--- config.mk ---
export PLATFORM = sky130hd
export DESIGN_NAME = pwr_supervisor
export DESIGN_NICKNAME = d
export VERILOG_FILES = /design/src/rtl/sup_pkg.sv /design/src/rtl/sup_poller.sv /design/src/rtl/sup_ramp.sv /design/src/rtl/pwr_supervisor.sv
export SDC_FILE = /design/constraint.sdc
export NUM_CORES = 1
export LEC_CHECK = 0
export ABC_AREA = 1
export CORE_ASPECT_RATIO = 1.4
export CORE_MARGIN = 3
export CORE_UTILIZATION = 45
export DETAILED_ROUTE_END_ITERATION = 16
export GPL_TIMING_DRIVEN = 0
export MAX_ROUTING_LAYER = met4
export PLACE_DENSITY = 0.69
export REMOVE_ABC_BUFFERS = 1
export SLEW_MARGIN = 15
export SYNTH_ARGS = -nofsm -noshare
export SYNTH_HDL_FRONTEND = slang
export SYNTH_SLANG_ARGS = --single-unit
export TNS_END_PERCENT = 10
--- constraint.sdc ---
create_clock -name clk_i -period 3.82 [get_ports clk_i]
set_clock_uncertainty 0.05 [all_clocks]
set_input_delay 0.382 -clock clk_i [delete_from_list [all_inputs] [get_ports clk_i]]
set_output_delay 0.382 -clock clk_i [all_outputs]
set_load 0.05 [all_outputs]
--- src/rtl/sup_pkg.sv ---
package sup_pkg;
  typedef enum logic [2:0] {
    ST_OFF   = 3'd0,
    ST_SOFT  = 3'd1,
    ST_REG   = 3'd2,
    ST_TRI   = 3'd3,
    ST_LATCH = 3'd4
  } sup_state_e;
endpackage

--- src/rtl/sup_poller.sv ---
module sup_poller #(
  parameter int N_STAGES = 6,
  parameter int TMO      = 64,
  parameter int AW       = $clog2(N_STAGES + 1)
) (
  input  logic          clk_i,
  input  logic          rst_ni,
  input  logic          run_i,
  input  logic [AW-1:0] nphase_i,
  input  logic          poll_valid_i,
  input  logic [1:0]    poll_data_i,
  output logic          poll_req_o,
  output logic [AW-1:0] poll_addr_o,
  output logic          rec_o,
  output logic          fatal_o,
  output logic          tmo_o,
  output logic          round_o,
  output logic          clean_o
);
  localparam int CW = $clog2(TMO + 1);

  logic          req_q, dirty_q;
  logic [AW-1:0] addr_q, last;
  logic [CW-1:0] cnt_q;
  logic          acc;

  always_comb begin
    if (nphase_i == '0)                 last = '0;
    else if (nphase_i > AW'(N_STAGES))  last = AW'(N_STAGES - 1);
    else                                last = nphase_i - AW'(1);
  end

  assign acc     = req_q & poll_valid_i;
  assign rec_o   = acc & poll_data_i[0];
  assign fatal_o = acc & poll_data_i[1];
  assign round_o = acc & (addr_q >= last);
  assign clean_o = round_o & ~dirty_q & ~poll_data_i[0];
  assign tmo_o   = req_q & ~poll_valid_i & (cnt_q == CW'(TMO - 1));

  always_ff @(posedge clk_i or negedge rst_ni) begin
    if (!rst_ni) begin
      req_q <= 1'b0; addr_q <= '0; cnt_q <= '0; dirty_q <= 1'b0;
    end else if (!run_i) begin
      req_q <= 1'b0; addr_q <= '0; cnt_q <= '0; dirty_q <= 1'b0;
    end else if (!req_q) begin
      req_q <= 1'b1;
      cnt_q <= '0;
    end else if (acc) begin
      req_q   <= 1'b0;
      addr_q  <= (addr_q >= last) ? '0 : addr_q + AW'(1);
      dirty_q <= round_o ? 1'b0 : (dirty_q | poll_data_i[0]);
    end else if (cnt_q != CW'(TMO - 1)) begin
      cnt_q <= cnt_q + CW'(1);
    end
  end

  assign poll_req_o  = req_q;
  assign poll_addr_o = addr_q;

  assert_req_hold_R4: assert property (@(posedge clk_i) disable iff (!rst_ni)
    (run_i && poll_req_o && !poll_valid_i) |=> (poll_req_o && $stable(poll_addr_o)));
  assert_addr_range_R4: assert property (@(posedge clk_i) disable iff (!rst_ni)
    poll_addr_o < AW'(N_STAGES));
  assert_idle_stop_R4: assert property (@(posedge clk_i) disable iff (!rst_ni)
    !run_i |=> !poll_req_o);
endmodule

--- src/rtl/sup_ramp.sv ---
module sup_ramp #(
  parameter int VW   = 6,
  parameter int DIVW = 8
) (
  input  logic            clk_i,
  input  logic            rst_ni,
  input  logic            act_i,
  input  logic [VW-1:0]   target_i,
  input  logic [DIVW-1:0] div_i,
  output logic [VW-1:0]   ref_o,
  output logic            at_tgt_o
);
  logic [VW-1:0]   ref_q;
  logic [DIVW-1:0] cnt_q, lim;

  assign lim = (div_i == '0) ? '0 : div_i - DIVW'(1);

  always_ff @(posedge clk_i or negedge rst_ni) begin
    if (!rst_ni) begin
      ref_q <= '0; cnt_q <= '0;
    end else if (!act_i) begin
      ref_q <= '0; cnt_q <= '0;
    end else if (cnt_q >= lim) begin
      cnt_q <= '0;
      if (ref_q < target_i)      ref_q <= ref_q + VW'(1);
      else if (ref_q > target_i) ref_q <= ref_q - VW'(1);
    end else begin
      cnt_q <= cnt_q + DIVW'(1);
    end
  end

  assign ref_o    = ref_q;
  assign at_tgt_o = (ref_q == target_i);

  assert_ref_step_R3: assert property (@(posedge clk_i) disable iff (!rst_ni)
    act_i |=> (ref_o == $past(ref_o) || ref_o == $past(ref_o) + VW'(1) ||
               ref_o == $past(ref_o) - VW'(1)));
  assert_ref_idle_R3: assert property (@(posedge clk_i) disable iff (!rst_ni)
    !act_i |=> (ref_o == '0));
endmodule

--- src/rtl/pwr_supervisor.sv ---
module pwr_supervisor
  import sup_pkg::*;
#(
  parameter int N_STAGES = 6,
  parameter int VID_W    = 6,
  parameter int DIV_W    = 8,
  parameter int TMO      = 64,
  parameter int AW       = $clog2(N_STAGES + 1)
) (
  input  logic             clk_i,
  input  logic             rst_ni,
  input  logic             enable_i,
  input  logic [VID_W-1:0] vid_i,
  input  logic [AW-1:0]    nphase_i,
  input  logic [DIV_W-1:0] ramp_div_i,
  output logic             poll_req_o,
  output logic [AW-1:0]    poll_addr_o,
  input  logic             poll_valid_i,
  input  logic [1:0]       poll_data_i,
  input  logic             bus_err_i,
  output logic [2:0]       state_o,
  output logic             drive_en_o,
  output logic             pgood_o,
  output logic [VID_W-1:0] ref_o
);
  sup_state_e state_q, state_d;
  logic run, ramp_act, at_tgt;
  logic rec, fatal, tmo, round, clean;
  logic arm_q, pg_q;

  assign run      = (state_q == ST_SOFT) || (state_q == ST_REG) || (state_q == ST_TRI);
  assign ramp_act = (state_q == ST_SOFT) || (state_q == ST_REG);

  sup_poller #(.N_STAGES(N_STAGES), .TMO(TMO), .AW(AW)) u_poll (
    .clk_i, .rst_ni, .run_i(run), .nphase_i,
    .poll_valid_i, .poll_data_i, .poll_req_o, .poll_addr_o,
    .rec_o(rec), .fatal_o(fatal), .tmo_o(tmo), .round_o(round), .clean_o(clean)
  );

  sup_ramp #(.VW(VID_W), .DIVW(DIV_W)) u_ramp (
    .clk_i, .rst_ni, .act_i(ramp_act), .target_i(vid_i), .div_i(ramp_div_i),
    .ref_o, .at_tgt_o(at_tgt)
  );

  always_comb begin
    state_d = state_q;
    if (state_q == ST_LATCH)            state_d = ST_LATCH;
    else if (!enable_i)                 state_d = ST_OFF;
    else if (state_q == ST_OFF)         state_d = ST_SOFT;
    else if (fatal || tmo || bus_err_i) state_d = ST_LATCH;
    else begin
      case (state_q)
        ST_SOFT: if (rec) state_d = ST_TRI; else if (at_tgt) state_d = ST_REG;
        ST_REG:  if (rec) state_d = ST_TRI;
        ST_TRI:  if (clean) state_d = ST_SOFT;
        default: state_d = ST_OFF;
      endcase
    end
  end

  always_ff @(posedge clk_i or negedge rst_ni) begin
    if (!rst_ni) state_q <= ST_OFF;
    else         state_q <= state_d;
  end

  // power good needs one full round inside REGULATE
  always_ff @(posedge clk_i or negedge rst_ni) begin
    if (!rst_ni) begin
      arm_q <= 1'b0; pg_q <= 1'b0;
    end else if (state_q != ST_REG) begin
      arm_q <= 1'b0; pg_q <= 1'b0;
    end else if (round) begin
      if (arm_q) pg_q <= 1'b1;
      else       arm_q <= 1'b1;
    end
  end

  assign state_o    = state_q;
  assign drive_en_o = ramp_act;
  assign pgood_o    = pg_q && (state_q == ST_REG);

  assert_latch_sticky_R9: assert property (@(posedge clk_i) disable iff (!rst_ni)
    (state_q == ST_LATCH) |=> (state_q == ST_LATCH));
  assert_bus_err_R7: assert property (@(posedge clk_i) disable iff (!rst_ni)
    (enable_i && run && bus_err_i) |=> (state_q == ST_LATCH));
  assert_timeout_R8: assert property (@(posedge clk_i) disable iff (!rst_ni)
    (enable_i && run && tmo) |=> (state_q == ST_LATCH));
  assert_pgood_reg_R10: assert property (@(posedge clk_i) disable iff (!rst_ni)
    pgood_o |-> (state_q == ST_REG));
  assert_disable_R2: assert property (@(posedge clk_i) disable iff (!rst_ni)
    (!enable_i && state_q != ST_LATCH) |=> (state_q == ST_OFF));
  assert_tri_entry_R5: assert property (@(posedge clk_i) disable iff (!rst_ni)
    ((state_q == ST_SOFT || state_q == ST_REG) && enable_i && rec && !fatal && !bus_err_i)
      |=> (state_q == ST_TRI));
endmodule

==> impl_metrics.json, run 1 <==
{
  "viasPerCell": 5.000,
  "place_congestion": 0.8503,
  "layout.nets": 430,
  "setup.worst_path.start": "ramp_div_i[0]",
  "finalHoldViolations": 0,
  "ys_seq_area_share_pct": 30.74,
  "first_pass_iters": 4,
  "dp_cells": 436,
  "placed_area_sq_um": 2962,
  "synthArstFlopShare_pct": 100.0,
  "drive_gt1_share_pct": 12.17,
  "period_needed_ps": 2929,
  "fp.dieW_um": 69.29,
  "clk_pin_slew_ps": 70,
  "cts_tree": "built",
  "synth_area_sq_um": 2524,
  "finalCritPeriodShare_pct": 76.68,
  "fin_hold_ws_ps": 90.89,
  "reg2regPathDepth": 14,
  "grt_setup_unrepaired": "no",
  "worst_pin_slew_ps": 694.1,
  "rows": 31,
  "rrSetupSlack_ps": 1300,
  "clock.fmax_ghz": 0.3414,
  "start_kind": "input pin",
  "drt_iter0_drc": 31,
  "start_util_pct": 47.49,
  "worstPathArrival_ps": 3060,
  "wl_per_cell_um": 11.15,
  "io_buffers": 38,
  "crit_required_ps": 3950,
  "die_area_sq_um": 6555,
  "crit_end": "u_ramp.ref_o[5]$_DFFE_PN0P_",
  "cts_resized": 0,
  "vias": 2220,
  "post-cts-setup-buffers": 0,
  "synthDistinctLibCells": 37,
  "grt_pass1_wl_um": 9163,
  "setup_tns_ps": 0,
  "antenna_left": 0,
  "worstHoldPathType": "in2async",
  "crit_type": "in2reg",
  "antenna_cells": 0,
  "ys_warn_count": 0,
  "critPathMaxFanout": 12,
  "ir_drop_uv": 293.2,
  "overflow": 0,
  "cts_inserted_buffers": 5,
  "fin_cells": 444,
  "postSynthAreaPerCell_sq_um": 7.579,
  "boundaryPins": 39,
  "drc_errors": 0,
  "grt_max_degree": 32,
  "synth-seq-cells": 31,
  "syn_to_final_growth_pct": 21.47,
  "slew_headroom_pct": 53.72,
  "worstReg2RegStart": "u_ramp.ref_o[5]$_DFFE_PN0P_",
  "synth_ff_type": "dfrtp_1",
  "grt_pass1_vias": 2191,
  "core_sq_um": 5314,
  "synth.cells.most_frequent": "67 x nand2_1, 54 x inv_1, 31 x dfrtp_1, 31 x nor2_1, 28 x ha_1",
  "die_h_um": 94.61,
  "setup_viol": 0,
  "yosysTopAreaCell": "dfrtp_1",
  "cap_violations": 0,
  "grt_usage_pct": 17.31,
  "worst_skew_pair.late_latency_ps": 280,
  "hold_buffers": 0,
  "stdcell_area_sq_um": 3065,
  "wl_um": 4952,
  "yosys.area.top_type_share_pct": 30.74,
  "netlist_instances": 333,
  "reg2reg_to": "u_ramp.ref_o[4]$_DFFE_PN0P_",
  "root_buffer": "clkbuf_8",
  "dp.final_hpwl_um": 3911,
  "p_per_area_nw_per_um2": 367.8,
  "htreeDepth": 2,
  "synth_edf_count": 0,
  "slew_violations": 0,
  "yosys-top-cells-area": "dfrtp_1 31%, ha_1 14%, nand2_1 10%, inv_1 8.0%, nor2_1 4.6%",
  "p_leak_nw": 1.553,
  "status": "finished, final reports clean",
  "antenna_found_initial": 0,
  "cts_sinks": 31,
  "clockBufferDepth": 2,
  "crit_path_end_kind": "flip-flop",
  "yosysMostFrequentCell": "nand2_1",
  "fillerInstances": 508
}
## power by group
| group | internal (mW) | switching, mW | leakage (nW) | total [mW] |
|---|---|---|---|---|
| registers | 0.356 | 0.0341 | 0.429 | 0.390 |
| logic | 0.146 | 0.299 | 1.07 | 0.445 |
| clock network | 0.164 | 0.128 | 0.0505 | 0.292 |
## flip-flops by register name (all words and copies together), names as in the netlist, 3 cells and up
register	cells
u_ramp.ref_o	6
u_ramp.cnt_q	8
state_o	3
u_poll.poll_addr_o	3
u_poll.cnt_q	7
## metal layers
metal	GRT usage (%)	part of all wire, %	vias to the layer above
met5	-	0	-
met4	5.863	1.4	0
met3	3.940	3.8	5
met2	31.05	51	38
met1	18.86	44	1013
li1	-	-	1164
## critical path: stages
cell and delay (ps):
clkdlybuf4s50_1 470, inv_1 70, ha_1 240, nand2_1 120
nor3_1 70, nand2_1 130, inv_1 90, or2_2 280
ha_1 310, inv_1 60, o21bai_1 60, nand2_1 60
nand2_1 40, nand2_1 90, nand4_4 170, nand2_4 240
inv_1 60, nand2_1 70, nand2_2 40
## cell families (layout without fill, tap and decap cells)
logic type,after synthesis,in the layout,share of synthesized area [%]
buf+inv,58,103,9.420
compound gates,44,44,10.91
xor+xnor,6,6,2.082
flops,31,31,30.74
fa+ha+maj,29,29,14.68
simple gates,165,165,32.18
## how the worst min path moves through the flow
stage / start / endpoint / slack [ps] / cells after the start
floorplan: rst_ni / arm_q$_DFFE_PN0P_ / 40 / 0
global placement: arm_q$_DFFE_PN0P_ / arm_q$_DFFE_PN0P_ / 430 / 1
detailed placement: rst_ni / pg_q$_DFFE_PN0P_ / 420 / 1
CTS: rst_ni / pg_q$_DFFE_PN0P_ / 110 / 1
global route: rst_ni / pg_q$_DFFE_PN0P_ / 140 / 1
finish: rst_ni / state_o[0]$_DFFE_PN0P_ / 90 / 1
## cell type report
type / count / area [sq um] / area share (%)
clock buffer: 7 / 96.34 / 3.143
clock inverter: 1 / 7.507 / 0.2449
inverter: 57 / 217.7 / 7.102
multi-input combinational: 244 / 1510 / 49.27
sequential: 31 / 775.7 / 25.31
tap: 66 / 82.58 / 2.694
timing repair buffer: 38 / 375.4 / 12.24
## per-stage QoR
stage	total power, mW	utilization [%]	setup slack (ps)
after floorplan	0.7016	-	1250
after global placement	0.8395	55.83	643.6
after detailed placement	0.8458	55.73	571.6
after CTS	1.144	57.69	859.4
after global routing	1.211	57.69	599.5
final	1.127	57.69	890.8
## layout by cell type (no fill, tap or decap), drive strengths merged, types with 2 or more instances in the layout
master,count
nor3,6
clkbuf,7
nand3,24
ha,28
o21ai,21
nand2,80
clkdlybuf4s50,37
nand3b,3
a21oi,13
xnor2,2
inv,56
o21a,3
xor2,4
or2,6
nand4,9
nor3b,2
nor2,34
a21boi,2
dfrtp,31
No activity file was read; power rests on OpenSTA's default activity.
==> run 2, diff against run 1 <==
--- a/config.mk
+++ b/config.mk
@@ -12,7 +12,7 @@
 export DETAILED_ROUTE_END_ITERATION = 16
 export GPL_TIMING_DRIVEN = 0
 export MAX_ROUTING_LAYER = met4
-export PLACE_DENSITY = 0.69
+export PLACE_DENSITY = 0.71
 export REMOVE_ABC_BUFFERS = 1
 export SLEW_MARGIN = 15
 export SYNTH_ARGS = -nofsm -noshare
==> constraint.sdc (replaced) <==
create_clock -name clk_i -period 2.4 [get_ports clk_i]
set_clock_uncertainty 0.05 [all_clocks]
set_input_delay 0.24 -clock clk_i [delete_from_list [all_inputs] [get_ports clk_i]]
set_output_delay 0.24 -clock clk_i [all_outputs]
set_load 0.05 [all_outputs]
==> impl_metrics.json, run 2 (synthesized netlist as in run 1, its figures left out) <==
{
  "status": "finished, final reports clean",
  "syn_to_final_growth_pct": 37.18,
  "overflow": 0,
  "antenna_left": 0,
  "worst_skew_pair.late_latency_ps": 280,
  "finalWorstSetupSlack_ps": 60.04,
  "grt_pass1_wl_um": 9377,
  "die_area_sq_um": 6555,
  "dp_cells": 436,
  "finalCritPeriodShare_pct": 97.50,
  "vias": 2379,
  "cts_sinks": 31,
  "layout_common_cells": "58 x nand2_1, 44 x inv_1, 28 x dfrtp_1, 27 x clkdlybuf4s50_1, 25 x nor2_1",
  "crit_type": "reg2reg",
  "placed_area_sq_um": 2962,
  "layout_commonest_cell": "nand2_1",
  "crit_required_ps": 2520,
  "rows": 31,
  "seqCellArea_sq_um": 779.5,
  "worstPathArrival_ps": 2460,
  "critPathMaxFanout": 7,
  "p_leak_nw": 1.714,
  "slew_headroom_pct": 52.94,
  "dp_slack_ps": -671.1,
  "p_per_area_nw_per_um2": 546.0,
  "cts_inserted_buffers": 5,
  "ir_drop_uv": 417.6,
  "fp.dieW_um": 69.29,
  "cap_violations": 0,
  "grt_max_degree": 32,
  "slew_violations": 0,
  "clk_pin_slew_ps": 70,
  "antenna_found_initial": 0,
  "first_pass_iters": 4,
  "period_needed_ps": 2340,
  "clock.fmax_ghz": 0.4274,
  "start_kind": "flip-flop",
  "stdcell_area_sq_um": 3462,
  "htreeDepth": 2,
  "viasPerCell": 5.161,
  "boundaryPins": 39,
  "clockBufferDepth": 2,
  "fillerInstances": 453,
  "die_h_um": 94.61,
  "io_buffers": 38,
  "grt_pass1_vias": 2323,
  "drt_iter0_drc": 53,
  "worstHoldPathType": "reg2reg",
  "grt_setup_unrepaired": "yes",
  "root_buffer": "clkbuf_8",
  "top_register": "u_ramp.cnt_q",
  "dp.final_hpwl_um": 3945,
  "antenna_cells": 0,
  "setup_viol": 0,
  "core_sq_um": 5314,
  "worst_pin_slew_ps": 705.9,
  "drc_errors": 0,
  "fin_cells": 461,
  "start_util_pct": 47.49,
  "crit_path_end_kind": "flip-flop",
  "multi_input_area_sq_um": 1767,
  "cts_tree": "built",
  "wl_um": 5824,
  "drive_gt1_share_pct": 27.59,
  "grt_usage_pct": 17.70,
  "finalHoldViolations": 0,
  "wl_per_cell_um": 12.63,
  "place_congestion": 0.8291,
  "largest_register_ff_count": 8,
  "setup_tns_ps": 0,
  "layout.nets": 447
}
run 2: cell types whose count changed in the layout (fill, tap and decap cells not counted), moves of 9 or more:
cell,change
clkdlybuf4s50_1,-10
ha_4,+11
inv_2,+10
nand2_1,-9
inv_1,-10
buf_4,+14
ha_1,-11
run 2: critical path: stages (launching register included):
cell and delay (ps):
dfrtp_2 430, ha_4 280, nand2_2 70, nor2_4 120, nand2_2 90, nand3_4 170
inv_2 50, fa_2 330, inv_2 60, nand2_2 50, nand2_1 50, a21oi_1 70
or2_2 290, nand3_2 70, o21ai_2 60
run 2: layout make-up:
type                    instances  share of cell area (%)
well taps                      66                   2.385
clock buffers                   8                   2.891
inverters                      57                   6.288
repair buffers                 54                   14.89
flip-flops and latches         31                   22.52
multi-input cells             245                   51.03
run 2: power breakdown:
| group | total [mW] | switching [mW] | internal, mW |
|---|---|---|---|
| combinational | 0.813 | 0.529 | 0.284 |
| clock | 0.450 | 0.188 | 0.261 |
| sequential | 0.627 | 0.0600 | 0.567 |
run 2: path summary, 6_finish.rpt:
| check | cells after the start | endpoint | slack (ps) | start |
|---|---|---|---|---|
| max reg2reg | 14 | u_ramp.ref_o[4]$_DFFE_PN0P_ | 60 | u_ramp.ref_o[5]$_DFFE_PN0P_ |
| min | 1 | u_ramp.cnt_q[0]$_DFF_PN0_ | 440 | u_ramp.cnt_q[0]$_DFF_PN0_ |
| max in group asynchronous | 2 | u_ramp.ref_o[5]$_DFFE_PN0P_ | 1310 | rst_ni |
| min reg2reg | 1 | u_ramp.cnt_q[0]$_DFF_PN0_ | 440 | u_ramp.cnt_q[0]$_DFF_PN0_ |
| min in group asynchronous | 2 | u_ramp.ref_o[0]$_DFFE_PN0P_ | 490 | rst_ni |
| max | 14 | u_ramp.ref_o[4]$_DFFE_PN0P_ | 60 | u_ramp.ref_o[5]$_DFFE_PN0P_ |
run 2: what timing repair did:
item,CTS,global route
resized for setup,22,46
pin swaps,10,29
hold endpoints to repair,31,0
buffers inserted,7,8
setup endpoints to repair,15,19
cloned,1,0
hold buffers,1,0
run 2: stage by stage:
step                hold WS (ps)  utilization, %  power [mW]
global placement           424.8           55.83       1.338
global route               460.5           65.15       2.012
detailed placement         284.4           55.73       1.345
floorplan                 -105.6               -       1.117
finish                     436.6           65.15       1.890
CTS                        438.8           60.44       1.868
run 2: layer usage:
layer  vias to the layer above  global-route usage, %  routed length [um]
li1                       1208                      -                   -
met1                      1111                  18.85                2464
met2                        52                  32.09                3083
met3                         8                  3.621                 194
met4                         0                  7.003                  82
met5                         -                      -                   0
